[src/rtl/rxf_pkg.sv]
package rxf_pkg;
   localparam logic [3:0] SEL_MAC   = 4'd0;
   localparam logic [3:0] SEL_MAXL  = 4'd1;
   localparam logic [3:0] SEL_REJ   = 4'd2;
   localparam logic [3:0] SEL_ACC   = 4'd3;
   localparam logic [3:0] SEL_STA_A = 4'd4;
   localparam logic [3:0] SEL_STA_B = 4'd5;
   localparam logic [3:0] SEL_DCTL  = 4'd6;
   localparam logic [3:0] SEL_DBASE = 4'd7;
   localparam logic [3:0] SEL_ACK   = 4'd8;
   localparam logic [3:0] SEL_MASK  = 4'd9;

   localparam int DEST_BYTES = 6;
   localparam int EMPTY_BIT  = 31;

   typedef enum logic [2:0] {
      ST_IDLE, ST_SZ, ST_CHK, ST_BA, ST_NX, ST_COPY, ST_DESC
   } rxf_state_t;
endpackage

[src/rtl/rxf_addr_match.sv]
module rxf_addr_match (
   input  logic [47:0] dest,
   input  logic [47:0] station,
   input  logic        rej_bc,
   input  logic        rej_mc,
   input  logic        acc_bc,
   input  logic        acc_mc,
   output logic        pass
);
   logic bc_ok, mc_ok, is_bc, is_mc;

   // accept-override beats reject; neither set means accept
   assign bc_ok = acc_bc | ~rej_bc;
   assign mc_ok = acc_mc | ~rej_mc;
   assign is_bc = &dest;
   assign is_mc = dest[40];

   always_comb begin
      if (is_bc)      pass = bc_ok;
      else if (is_mc) pass = mc_ok;
      else            pass = (dest == station);
   end
endmodule

[src/rtl/rxf_frame_buf.sv]
module rxf_frame_buf #(
   parameter int BUF_WORDS = 64,
   parameter int LEN_W     = 16,
   localparam int IDX_W     = $clog2(BUF_WORDS),
   localparam int BUF_BYTES = BUF_WORDS * 4
) (
   input  logic             clk,
   input  logic             rst_n,
   input  logic             hold,
   input  logic             in_valid,
   input  logic [7:0]       in_data,
   input  logic             in_last,
   input  logic [IDX_W-1:0] rd_idx,
   output logic [31:0]      rd_word,
   output logic             done,
   output logic [LEN_W-1:0] flen,
   output logic [47:0]      dest
);
   generate
      if (BUF_WORDS < 2 || (1 << IDX_W) != BUF_WORDS)
         $error("BUF_WORDS must be a power of two of at least 2");
      if (LEN_W < IDX_W + 4)
         $error("LEN_W too narrow for the buffer");
   endgenerate

   logic [31:0]      store [BUF_WORDS];
   logic [LEN_W-1:0] len, len_inc;
   logic             take;
   logic [IDX_W-1:0] widx;
   logic [1:0]       lane;

   assign take    = in_valid & ~hold;
   assign len_inc = (&len) ? len : len + LEN_W'(1);
   assign widx    = len[IDX_W+1:2];
   assign lane    = len[1:0];
   assign rd_word = store[rd_idx];

   always_ff @(posedge clk) begin
      if (take && len < LEN_W'(BUF_BYTES)) begin
         if (lane == 2'd0) store[widx] <= {24'h0, in_data};
         else              store[widx][{lane, 3'b000} +: 8] <= in_data;
      end
   end

   always_ff @(posedge clk) begin
      if (!rst_n) begin
         len  <= '0;
         flen <= '0;
         done <= 1'b0;
         dest <= '0;
      end else begin
         done <= take & in_last;
         if (take) begin
            for (int g = 0; g < rxf_pkg::DEST_BYTES; g++)
               if (len == LEN_W'(g)) dest[47-8*g -: 8] <= in_data;
            if (in_last) begin
               len  <= '0;
               flen <= len_inc;
            end else begin
               len <= len_inc;
            end
         end
      end
   end
endmodule

[src/rtl/rxf_desc_engine.sv]
module rxf_desc_engine
   import rxf_pkg::*;
#(
   parameter int AW        = 32,
   parameter int BUF_WORDS = 64,
   parameter int LEN_W     = 16,
   localparam int IDX_W     = $clog2(BUF_WORDS),
   localparam int BUF_BYTES = BUF_WORDS * 4
) (
   input  logic             clk,
   input  logic             rst_n,
   input  logic             done,
   input  logic [LEN_W-1:0] flen,
   input  logic             pass,
   input  logic             cfg_rx_en,
   input  logic [15:0]      max_len,
   input  logic             ctl_wr,
   input  logic             ctl_en,
   input  logic [AW-1:0]    base,
   input  logic             ack_wr,
   input  logic             ack_ovf,
   input  logic             ack_rcv,
   input  logic [31:0]      rd_word,
   output logic [IDX_W-1:0] rd_idx,
   output logic             busy,
   output logic             mem_req,
   output logic             mem_we,
   output logic [AW-1:0]    mem_addr,
   output logic [31:0]      mem_wdata,
   input  logic [31:0]      mem_rdata,
   output logic             dma_en,
   output logic [31:0]      status
);
   generate
      if (AW < 8 || AW > 32) $error("AW must lie in 8..32");
   endgenerate

   rxf_state_t       state;
   logic [AW-1:0]    cur, nxt, bufa;
   logic [IDX_W-1:0] idx;
   logic [LEN_W-1:0] len_q, nw_m1;
   logic [7:0]       cnt, cnt_nx;
   logic             ovf, rcv, keep, last_word, empty, inc, dec, ovf_evt;

   assign keep = done & cfg_rx_en & dma_en & pass
               & (flen >= LEN_W'(6))
               & (32'(flen) <= 32'(max_len))
               & (32'(flen) <= 32'(BUF_BYTES));
   assign nw_m1     = ((len_q + LEN_W'(3)) >> 2) - LEN_W'(1);
   assign last_word = (LEN_W'(idx) == nw_m1);
   assign empty     = mem_rdata[EMPTY_BIT];
   assign inc       = (state == ST_DESC);
   assign dec       = ack_wr & ack_rcv;
   assign ovf_evt   = (state == ST_CHK) & ~empty;
   assign cnt_nx    = cnt + {7'd0, inc} - {7'd0, dec};
   assign rd_idx    = idx;
   assign busy      = (state != ST_IDLE);
   assign status    = {8'h00, cnt, 13'h0, ovf, 1'b0, rcv};

   always_comb begin
      mem_req   = 1'b0;
      mem_we    = 1'b0;
      mem_addr  = cur;
      mem_wdata = '0;
      unique case (state)
         ST_SZ:  begin mem_req = 1'b1; mem_addr = cur + AW'(4); end
         ST_CHK: mem_req = empty;
         ST_BA:  begin mem_req = 1'b1; mem_addr = cur + AW'(8); end
         ST_COPY: begin
            mem_req   = 1'b1;
            mem_we    = 1'b1;
            mem_addr  = bufa + AW'({idx, 2'b00});
            mem_wdata = rd_word;
         end
         ST_DESC: begin
            mem_req   = 1'b1;
            mem_we    = 1'b1;
            mem_addr  = cur + AW'(4);
            mem_wdata = 32'(len_q) & 32'h0000_07FF;
         end
         default: ;
      endcase
   end

   always_ff @(posedge clk) begin
      if (!rst_n) begin
         state  <= ST_IDLE;
         cur    <= '0;
         nxt    <= '0;
         bufa   <= '0;
         idx    <= '0;
         len_q  <= '0;
         dma_en <= 1'b0;
         cnt    <= '0;
         ovf    <= 1'b0;
         rcv    <= 1'b0;
      end else begin
         unique case (state)
            ST_IDLE: if (keep) begin state <= ST_SZ; len_q <= flen; end
            ST_SZ:   state <= ST_CHK;
            ST_CHK:  state <= empty ? ST_BA : ST_IDLE;
            ST_BA:   begin bufa <= mem_rdata[AW-1:0] & ~AW'(3); state <= ST_NX; end
            ST_NX:   begin
               nxt   <= mem_rdata[AW-1:0] & ~AW'(3);
               idx   <= '0;
               state <= ST_COPY;
            end
            ST_COPY: if (last_word) state <= ST_DESC; else idx <= idx + IDX_W'(1);
            ST_DESC: state <= ST_IDLE;
            default: state <= ST_IDLE;
         endcase

         if (ctl_wr && ctl_en) cur <= base & ~AW'(3);
         else if (inc)         cur <= nxt;

         if (ovf_evt)     dma_en <= 1'b0;
         else if (ctl_wr) dma_en <= ctl_en;

         cnt <= cnt_nx;
         if (inc)                       rcv <= 1'b1;
         else if (dec && cnt_nx == '0)  rcv <= 1'b0;
         if (ovf_evt)                   ovf <= 1'b1;
         else if (ack_wr && ack_ovf)    ovf <= 1'b0;
      end
   end
endmodule

[src/rtl/rx_filter_dma.sv]
module rx_filter_dma
   import rxf_pkg::*;
#(
   parameter int          AW           = 32,
   parameter int          BUF_WORDS    = 64,
   parameter int          LEN_W        = 16,
   parameter logic [15:0] MAXLEN_RESET = 16'h0600,
   localparam int IDX_W = $clog2(BUF_WORDS)
) (
   input  logic          clk,
   input  logic          rst_n,
   input  logic          rx_valid,
   input  logic [7:0]    rx_data,
   input  logic          rx_last,
   input  logic          reg_we,
   input  logic [3:0]    reg_sel,
   input  logic [31:0]   reg_wdata,
   input  logic [3:0]    tx_status,
   output logic          mem_req,
   output logic          mem_we,
   output logic [AW-1:0] mem_addr,
   output logic [31:0]   mem_wdata,
   input  logic [31:0]   mem_rdata,
   output logic          rx_dma_en,
   output logic [31:0]   rx_status,
   output logic          irq
);
   logic          mac_rx_en, rej_bc, rej_mc, acc_bc, acc_mc;
   logic [15:0]   max_len, sta_b;
   logic [31:0]   sta_a;
   logic [AW-1:0] base;
   logic [7:0]    irq_mask;

   always_ff @(posedge clk) begin
      if (!rst_n) begin
         mac_rx_en <= 1'b0;
         max_len   <= MAXLEN_RESET;
         rej_bc    <= 1'b0;
         rej_mc    <= 1'b0;
         acc_bc    <= 1'b1;
         acc_mc    <= 1'b1;
         sta_a     <= '0;
         sta_b     <= '0;
         base      <= '0;
         irq_mask  <= '0;
      end else if (reg_we) begin
         unique case (reg_sel)
            SEL_MAC:   mac_rx_en <= reg_wdata[2];
            SEL_MAXL:  max_len <= reg_wdata[15:0];
            SEL_REJ:   {rej_bc, rej_mc} <= reg_wdata[9:8];
            SEL_ACC:   {acc_bc, acc_mc} <= reg_wdata[9:8];
            SEL_STA_A: sta_a <= reg_wdata;
            SEL_STA_B: sta_b <= reg_wdata[31:16];
            SEL_DBASE: base <= reg_wdata[AW-1:0] & ~AW'(3);
            SEL_MASK:  irq_mask <= reg_wdata[7:0];
            default: ;
         endcase
      end
   end

   logic             done, busy, pass;
   logic [LEN_W-1:0] flen;
   logic [47:0]      dest;
   logic [IDX_W-1:0] rd_idx;
   logic [31:0]      rd_word;

   rxf_frame_buf #(.BUF_WORDS(BUF_WORDS), .LEN_W(LEN_W)) u_buf (
      .clk(clk), .rst_n(rst_n), .hold(busy | done),
      .in_valid(rx_valid), .in_data(rx_data), .in_last(rx_last),
      .rd_idx(rd_idx), .rd_word(rd_word),
      .done(done), .flen(flen), .dest(dest)
   );

   rxf_addr_match u_match (
      .dest(dest), .station({sta_a, sta_b}),
      .rej_bc(rej_bc), .rej_mc(rej_mc), .acc_bc(acc_bc), .acc_mc(acc_mc),
      .pass(pass)
   );

   rxf_desc_engine #(.AW(AW), .BUF_WORDS(BUF_WORDS), .LEN_W(LEN_W)) u_eng (
      .clk(clk), .rst_n(rst_n), .done(done), .flen(flen), .pass(pass),
      .cfg_rx_en(mac_rx_en), .max_len(max_len),
      .ctl_wr(reg_we && reg_sel == SEL_DCTL), .ctl_en(reg_wdata[0]), .base(base),
      .ack_wr(reg_we && reg_sel == SEL_ACK),
      .ack_ovf(reg_wdata[2]), .ack_rcv(reg_wdata[0]),
      .rd_word(rd_word), .rd_idx(rd_idx), .busy(busy),
      .mem_req(mem_req), .mem_we(mem_we), .mem_addr(mem_addr),
      .mem_wdata(mem_wdata), .mem_rdata(mem_rdata),
      .dma_en(rx_dma_en), .status(rx_status)
   );

   assign irq = |(irq_mask & {rx_status[3:0], tx_status});
endmodule

[config.mk]
export PLATFORM = sky130hd
export DESIGN_NAME = rx_filter_dma
export DESIGN_NICKNAME = d
export VERILOG_FILES = /design/src/rtl/rxf_pkg.sv /design/src/rtl/rxf_addr_match.sv /design/src/rtl/rxf_frame_buf.sv /design/src/rtl/rxf_desc_engine.sv /design/src/rtl/rx_filter_dma.sv
export SDC_FILE = /design/constraint.sdc
export NUM_CORES = 2
export LEC_CHECK = 0
export BUFFER_PORTS_ARGS = -buffer_cell sky130_fd_sc_hd__buf_2
export CORE_AREA = 3 3 468 470
export CTS_CLUSTER_DIAMETER = 80
export CTS_CLUSTER_SIZE = 14
export DETAILED_ROUTE_END_ITERATION = 10
export DIE_AREA = 0 0 471 473
export GPL_ROUTABILITY_DRIVEN = 0
export HOLD_SLACK_MARGIN = 0.08
export SETUP_SLACK_MARGIN = 0.2
export SLEW_MARGIN = 15
export SYNTH_ARGS = -nofsm -noshare
export SYNTH_HDL_FRONTEND = slang
export SYNTH_SLANG_ARGS = --single-unit
[constraint.sdc]
create_clock -name clk -period 5.17 [get_ports clk]
set_input_delay 0.2585 -clock clk [delete_from_list [all_inputs] [get_ports clk]]
set_output_delay 0.2585 -clock clk [all_outputs]
set_load 0.05 [all_outputs]
# Word level (Yosys, flattened, before mapping)
# Memory sizes are Yosys's and may differ from the RTL's. A register that Yosys moved wholly into a read port is not among the register bits.
# Index checks and enable logic that the tools add are counted.
totals:
  reg_bits: 314
  n_memories: 1
  ramBits: 2048
  input_bits: 85
  elab_cells: 223
memory_table:
  columns: ["name", "depth", "width", "read_ports", "rd_clocked_by_memory_dff", "write_ports", "line", "source"]
  rows:
  - ["u_buf.store", 64, 32, 1, 1, 1, "rxf_frame_buf.sv:26", "logic [31:0] store [BUF_WORDS];"]
op_classes:
  shift: 2
  bitwise_logic: 51
  n_eq_ne: 25
  n_reduce_logical: 41
  mux: 60
  addsub: 10
  n_lt_le_gt_ge: 4
op_table:
  columns: ["operator", "n"]
  rows:
  - ["32-bit 2-to-1 mux", 3]
  - ["32-bit case mux with 3 select lines", 1]
  - ["32-bit case mux with 2 select lines", 1]
  - ["48-bit == test", 1]
  - ["48-bit AND reduction", 1]
  - ["1-bit 2-to-1 mux", 44]
  - ["2-bit AND reduction", 18]
  - ["1-bit bitwise OR", 35]
  - ["32-bit by 3-bit adder with 32-bit output, second input constant", 1]
  - ["32-bit by 4-bit adder with 32-bit output, second input constant", 1]
  - ["32-bit by 8-bit adder with 32-bit output", 1]
  - ["16-bit by 2-bit == test with 1-bit output, second input constant", 2]
  - ["16-bit by 3-bit == test with 1-bit output, second input constant", 2]
  - ["16-bit 2-to-1 mux", 2]
  - ["8-bit by 7-bit variable shift with 32-bit output, first input constant", 1]
  - ["8-bit by 7-bit indexed part select with 32-bit output", 1]
  - ["6-bit 2-to-1 mux", 3]
  - ["3-bit case mux with 6 select lines", 1]
  - ["16-bit by 1-bit adder with 16-bit output, second input constant", 1]
  - ["16-bit by 2-bit adder with 16-bit output, second input constant", 1]
  - ["16-bit by 1-bit == test with 1-bit output, second input constant", 1]
  - ["4-bit by 3-bit == test with 1-bit output, second input constant", 4]
  - ["6-bit by 16-bit == test with 1-bit output", 1]
  - ["16-bit by 3-bit greater-or-equal comparator with 1-bit output, second input constant", 1]
  - ["other kinds (35)", 65]

# Longest topological paths before layout
logic_depth:
  depth_word: 10
  mapped_depth: 16
  mapped_depth_nobuf: 15

# Cells and area by module
# Synthesis repeated with hierarchy kept, for this count alone.
hier_totals:
  hier_cells: 5871
  hier_area_um2: 96343.7
by_module_without_submodules:
  columns: ["module", "area_each_um2", "seq_area_each_um2", "n_inst", "cells_per_inst"]
  rows:
  - ["rxf_frame_buf", 82616.7, 63120.5, 1, 4113]
  - ["rxf_desc_engine", 8956.1, 2522.4, 1, 1259]
  - ["rx_filter_dma", 4102.7, 2142.1, 1, 406]
  - ["rxf_addr_match", 668.1, 0.0, 1, 93]

# Worst setup path after synthesis
# Ideal clock, no wire load.
synth_path:
  path_kind: "register -> output"
  from: "reg (tool-made name)"
  to: "out mem_wdata[25]"
  stages_incl_launch_ff: 9
  n_path_buf: 4
  arrival_ps: 3288
  required_ps: 4912
  setup_slack_ps: 1624
  path_cell_list: "dfxtp_1 clkbuf_1 clkbuf_1 clkbuf_1 clkbuf_1 mux4_2 mux4_2 mux2i_1 a211oi_1"
synth_lines:
  columns: ["item", "line", "source"]
  rows:
  - ["end, declared", "rx_filter_dma.sv:22", "output logic [31:0] mem_wdata,"]

# Final worst setup path
layout_path:
  from: "reg u_eng.idx[5], in the netlist u_eng.rd_idx[5]"
  to: "out mem_addr[31]"
layout_between:
  elab_chain_len: 2
layout_lines:
  columns: ["item", "line", "source"]
  rows:
  - ["start, declared", "rxf_desc_engine.sv:40", "logic [IDX_W-1:0] idx;"]
  - ["start signal, assigned", "rxf_desc_engine.sv:91", "idx <= '0;"]
  - ["start signal, assigned", "rxf_desc_engine.sv:105", "idx <= '0;"]
  - ["start signal, assigned", "rxf_desc_engine.sv:108", "ST_COPY: if (last_word) state <= ST_DESC; else idx <= idx + IDX_W'(1);"]
  - ["32-bit by 8-bit adder with 32-bit output", "rxf_desc_engine.sv:72", "mem_addr = bufa + AW'({idx, 2'b00});"]
  - ["32-bit case mux with 3 select lines", "rxf_desc_engine.sv:65", "unique case (state)"]
  - ["end, declared", "rx_filter_dma.sv:21", "output logic [AW-1:0] mem_addr,"]
# No other way between the ends.

==> summary.md <==
| Metric | Value |
|---|---|
| Outcome | `finished, final reports clean` |
| R2R setup slack | `1150 ps` |
| FF/Latch Area | `~0.068 mm2` |
| Synth warn | `0` |
| Vias in the first global route | `between 50000 and 60000` |
| DPL Wire Length | `164 mm` |
| DRC Markers | `0` |
| Largest net degree at the start of global routing | `176` |
| Final Power | `around 35 mW` |
| Dominant cells by area after synthesis | `edfxtp_1 (64%), mux4_2 (15%), dfxtp_1 (6.6%), nand2_1 (2.3%), nor2_1 (1.6%)` |
| Die W | `between 400 and 500 um` |
| Post-layout nets | `around 6000` |
| Initial drt markers | `6062` |
| Max Clk Rate | `roughly 0.21 GHz` |
| P&R area growth vs syn | `10.7%` |
| Via/cell ratio | `around 6.0` |
| CP required | `4910 ps` |
| Chip height | `~470 um` |
| First-pass GRT wire length | `368 mm` |
| Total iterations of the first detailed-routing run | `7` |
| Syn avg cell area | `17.0 um2` |
| LEAKAGE | `approximately 31 nW` |
| Final TNS setup | `0 ps` |
| H-tree depth | `4` |
| Async SR Flop Fraction | `0%` |
| Fill cell count | `17500` |
| Max-cap viol count | `0` |
| Vias | `approximately 52000` |
| Synth Instances | `roughly 5700` |
| Area share of the largest cell type after synthesis | `between 60% and 70%` |
| Leading area contributor after synthesis | `edfxtp_1` |
| Hold Path Depth | `4` |
| Maximum clock path buffer count | `3` |
| Startpoint Class | `flip-flop` |
| RSZ-0062 raised after global routing | `false` |
| Endpoints failing setup | `0` |
| Peak VDD IR | `0.000285 V` |
| Sink Count | `between 2000 and 2500` |
| Final hold viol count | `0` |
| IO buf count | `158` |
| Worst-skew pair later-pin latency | `870 ps` |
| Final ANT Viol Nets | `0` |
| Critical path peak fanout | `9` |
| Commonest cells after routing, fill and taps aside | `edfxtp_1 (2048), mux4_2 (661), nand2_1 (588)` |
| Worst-Margin Slew | `1300 ps` |
| Final Max Tran Viols | `0` |
| Placed cell area | `0.101 mm2` |
| Die area | `between 0.2 and 0.25 mm2` |
| P per Cell Area | `between 300 and 400 mW/mm2` |
| Finished Cell Area | `around 0.11 mm2` |
| CP endpoint kind | `output port` |
| Avg WL per Cell | `around 29 um` |
| Fraction of layout cells with a size suffix above 1 | `roughly a fifth` |
| Tcrit/Tclk final | `91.0%` |
| Core Area | `about 0.21 mm2` |
| Total GRT Usage | `around 23%` |
| WHS Endpoint | `u_eng.nxt[15]` |
| Drt total wl | `approximately 250 mm` |
| Num CTS Buffers | `190` |
| Worst Clk Skew | `roughly 69 ps` |
| Synth cell types | `85` |
| Critical path arrival | `approximately 4500 ps` |
| Post-synth EDFFs | `approximately 2000` |
| RR Endpoint | `u_buf.store[10][29]` |
| Most common cell after layout, fill and taps aside | `edfxtp_1` |
| Sequential area share after synthesis | `a little over two thirds` |
| R2r worst-path depth | `3` |
| # rows | `170` |
| Ports | `185` |
| Worst Hold Launch | `mem_rdata[15]` |
| Period minus WS final | `4710 ps` |
| Post-CTS sizing | `0` |
| Slew HR | `between 10% and 20%` |
| Critical Setup Path Class | `reg2out` |
| CTS tree | `built` |
| GRT overflow | `0` |
| Hold Crit Class | `in2reg` |
| Cell Area, Synth | `approximately 0.096 mm2` |
| Top FF cell, synth | `edfxtp_1` |
| R2r startpoint | `u_buf.len[3]` |
| CTS clock-pin slew for the worst setup and hold paths | `70 ps` |
| Clk root buf | `clkbuf_16` |
| Yosys reg bits | `between 2000 and 2500` |
| Initial antenna violation count | `13` |
| Area of the multi-input gates | `about 0.027 mm2` |
| Initial Util | `around 45%` |
==> critical path, cell delays in order, from the launching register on <==
cell      delay [ps]
dfxtp_1          400
ha_1             370
o21ai_1           80
buf_4            180
a21oi_1          490
nand3_1          480
or3_1            500
nand2_1          100
o211ai_1          90
a221oi_1         570
buf_2            380
==> synthesized netlist by cell type (50+ instances only) <==
master,count
and2_1,50
clkbuf_1,277
dfxtp_1,318
nand3_1,78
inv_1,54
nand4_1,59
nor2_1,415
buf_2,56
o21ai_0,77
nor3_1,61
a21oi_1,279
nand2_1,591
xnor2_1,82
mux4_2,661
edfxtp_1,2048
==> cell families after synthesis <==
logic type	Yosys count	synth area share (%)
and+or+nand+nor	1411	6.46
buffers and inverters	447	1.92
DFF	2366	70.3
adders and majority gates	41	0.547
AOI/OAI and AO/OA	593	3.80
xor gates and xnor gates	108	0.995
muxes	708	15.9
other	1	0.00389
==> where the power goes <==
| part | internal (mW) | leakage [nW] | switching [mW] |
|---|---|---|---|
| clock network | 6.79 | 2.57 | 6.64 |
| logic | 0.277 | 8.41 | 0.635 |
| registers | 20.6 | 20.3 | 0.0544 |
| total | 27.6 | 31.3 | 7.33 |
==> stage by stage <==
stage	std cells	hold WS, ps	worst slack [ps]	util, %
after global routing	8748	208	382	49.7
final	8756	228	464	49.7
after CTS	8746	156	425	49.7
after floorplan	5698	387	1620	-
after detailed placement	8413	447	1160	46.8
after global placement	8413	443	1190	46.8
==> metal layers <==
metal  global-route usage (%)  share of wire, %  vias to the layer above  wire length, um
met5                        0            0.0047                        -               12
met4                     6.49               2.9                        2             7430
met3                     5.19               7.6                      360            19400
met2                     36.6                48                     1892           123000
met1                     31.0                41                    27600           104000
li1                         -                 -                    22600                -
==> area by class of cell <==
class	instances	area share [%]
repair buffers	358	2.66
well taps	2838	3.32
diodes	10	0.0234
flip-flops and latches	2366	63.5
clock inverters	21	0.383
multi-input cells	2885	25.3
clock buffers	223	4.61
inverters	55	0.200
==> timing repair <==
action                     4_1_cts  5_1_grt
setup endpoints to repair        0        0
hold endpoints to repair       362        0
hold buffers                    89        0
setup buffers                    0        0
==> flip-flops by register name, summed over array words and instances, names as in the netlist, 8 cells and up, named ones only <==
| signal | flops |
|---|---|
| base | 30 |
| max_len | 16 |
| sta_a | 32 |
| sta_b | 16 |
| u_buf.dest | 48 |
| u_buf.flen | 16 |
| u_buf.len | 16 |
| u_buf.store | 2048 |
| u_eng.bufa | 30 |
| u_eng.cnt | 8 |
| u_eng.cur | 30 |
| u_eng.len_q | 16 |
| u_eng.nxt | 30 |
==> worst max path at each step <==
| stage | startpoint | to | slack [ps] | cells after the start |
|---|---|---|---|---|
| after floorplan | flip-flop | mem_wdata[25] | 1620 | 8 |
| after global placement | u_eng.state[2] | u_buf.store[55][2] | 1190 | 6 |
| after detailed placement | u_eng.state[2] | u_buf.store[54][2] | 1160 | 6 |
| after CTS | flip-flop | mem_wdata[22] | 420 | 8 |
| after global routing | flip-flop | mem_wdata[26] | 380 | 7 |
| final | u_eng.rd_idx[5] | mem_addr[31] | 460 | 10 |
Power figures use the tool's default switching activity.
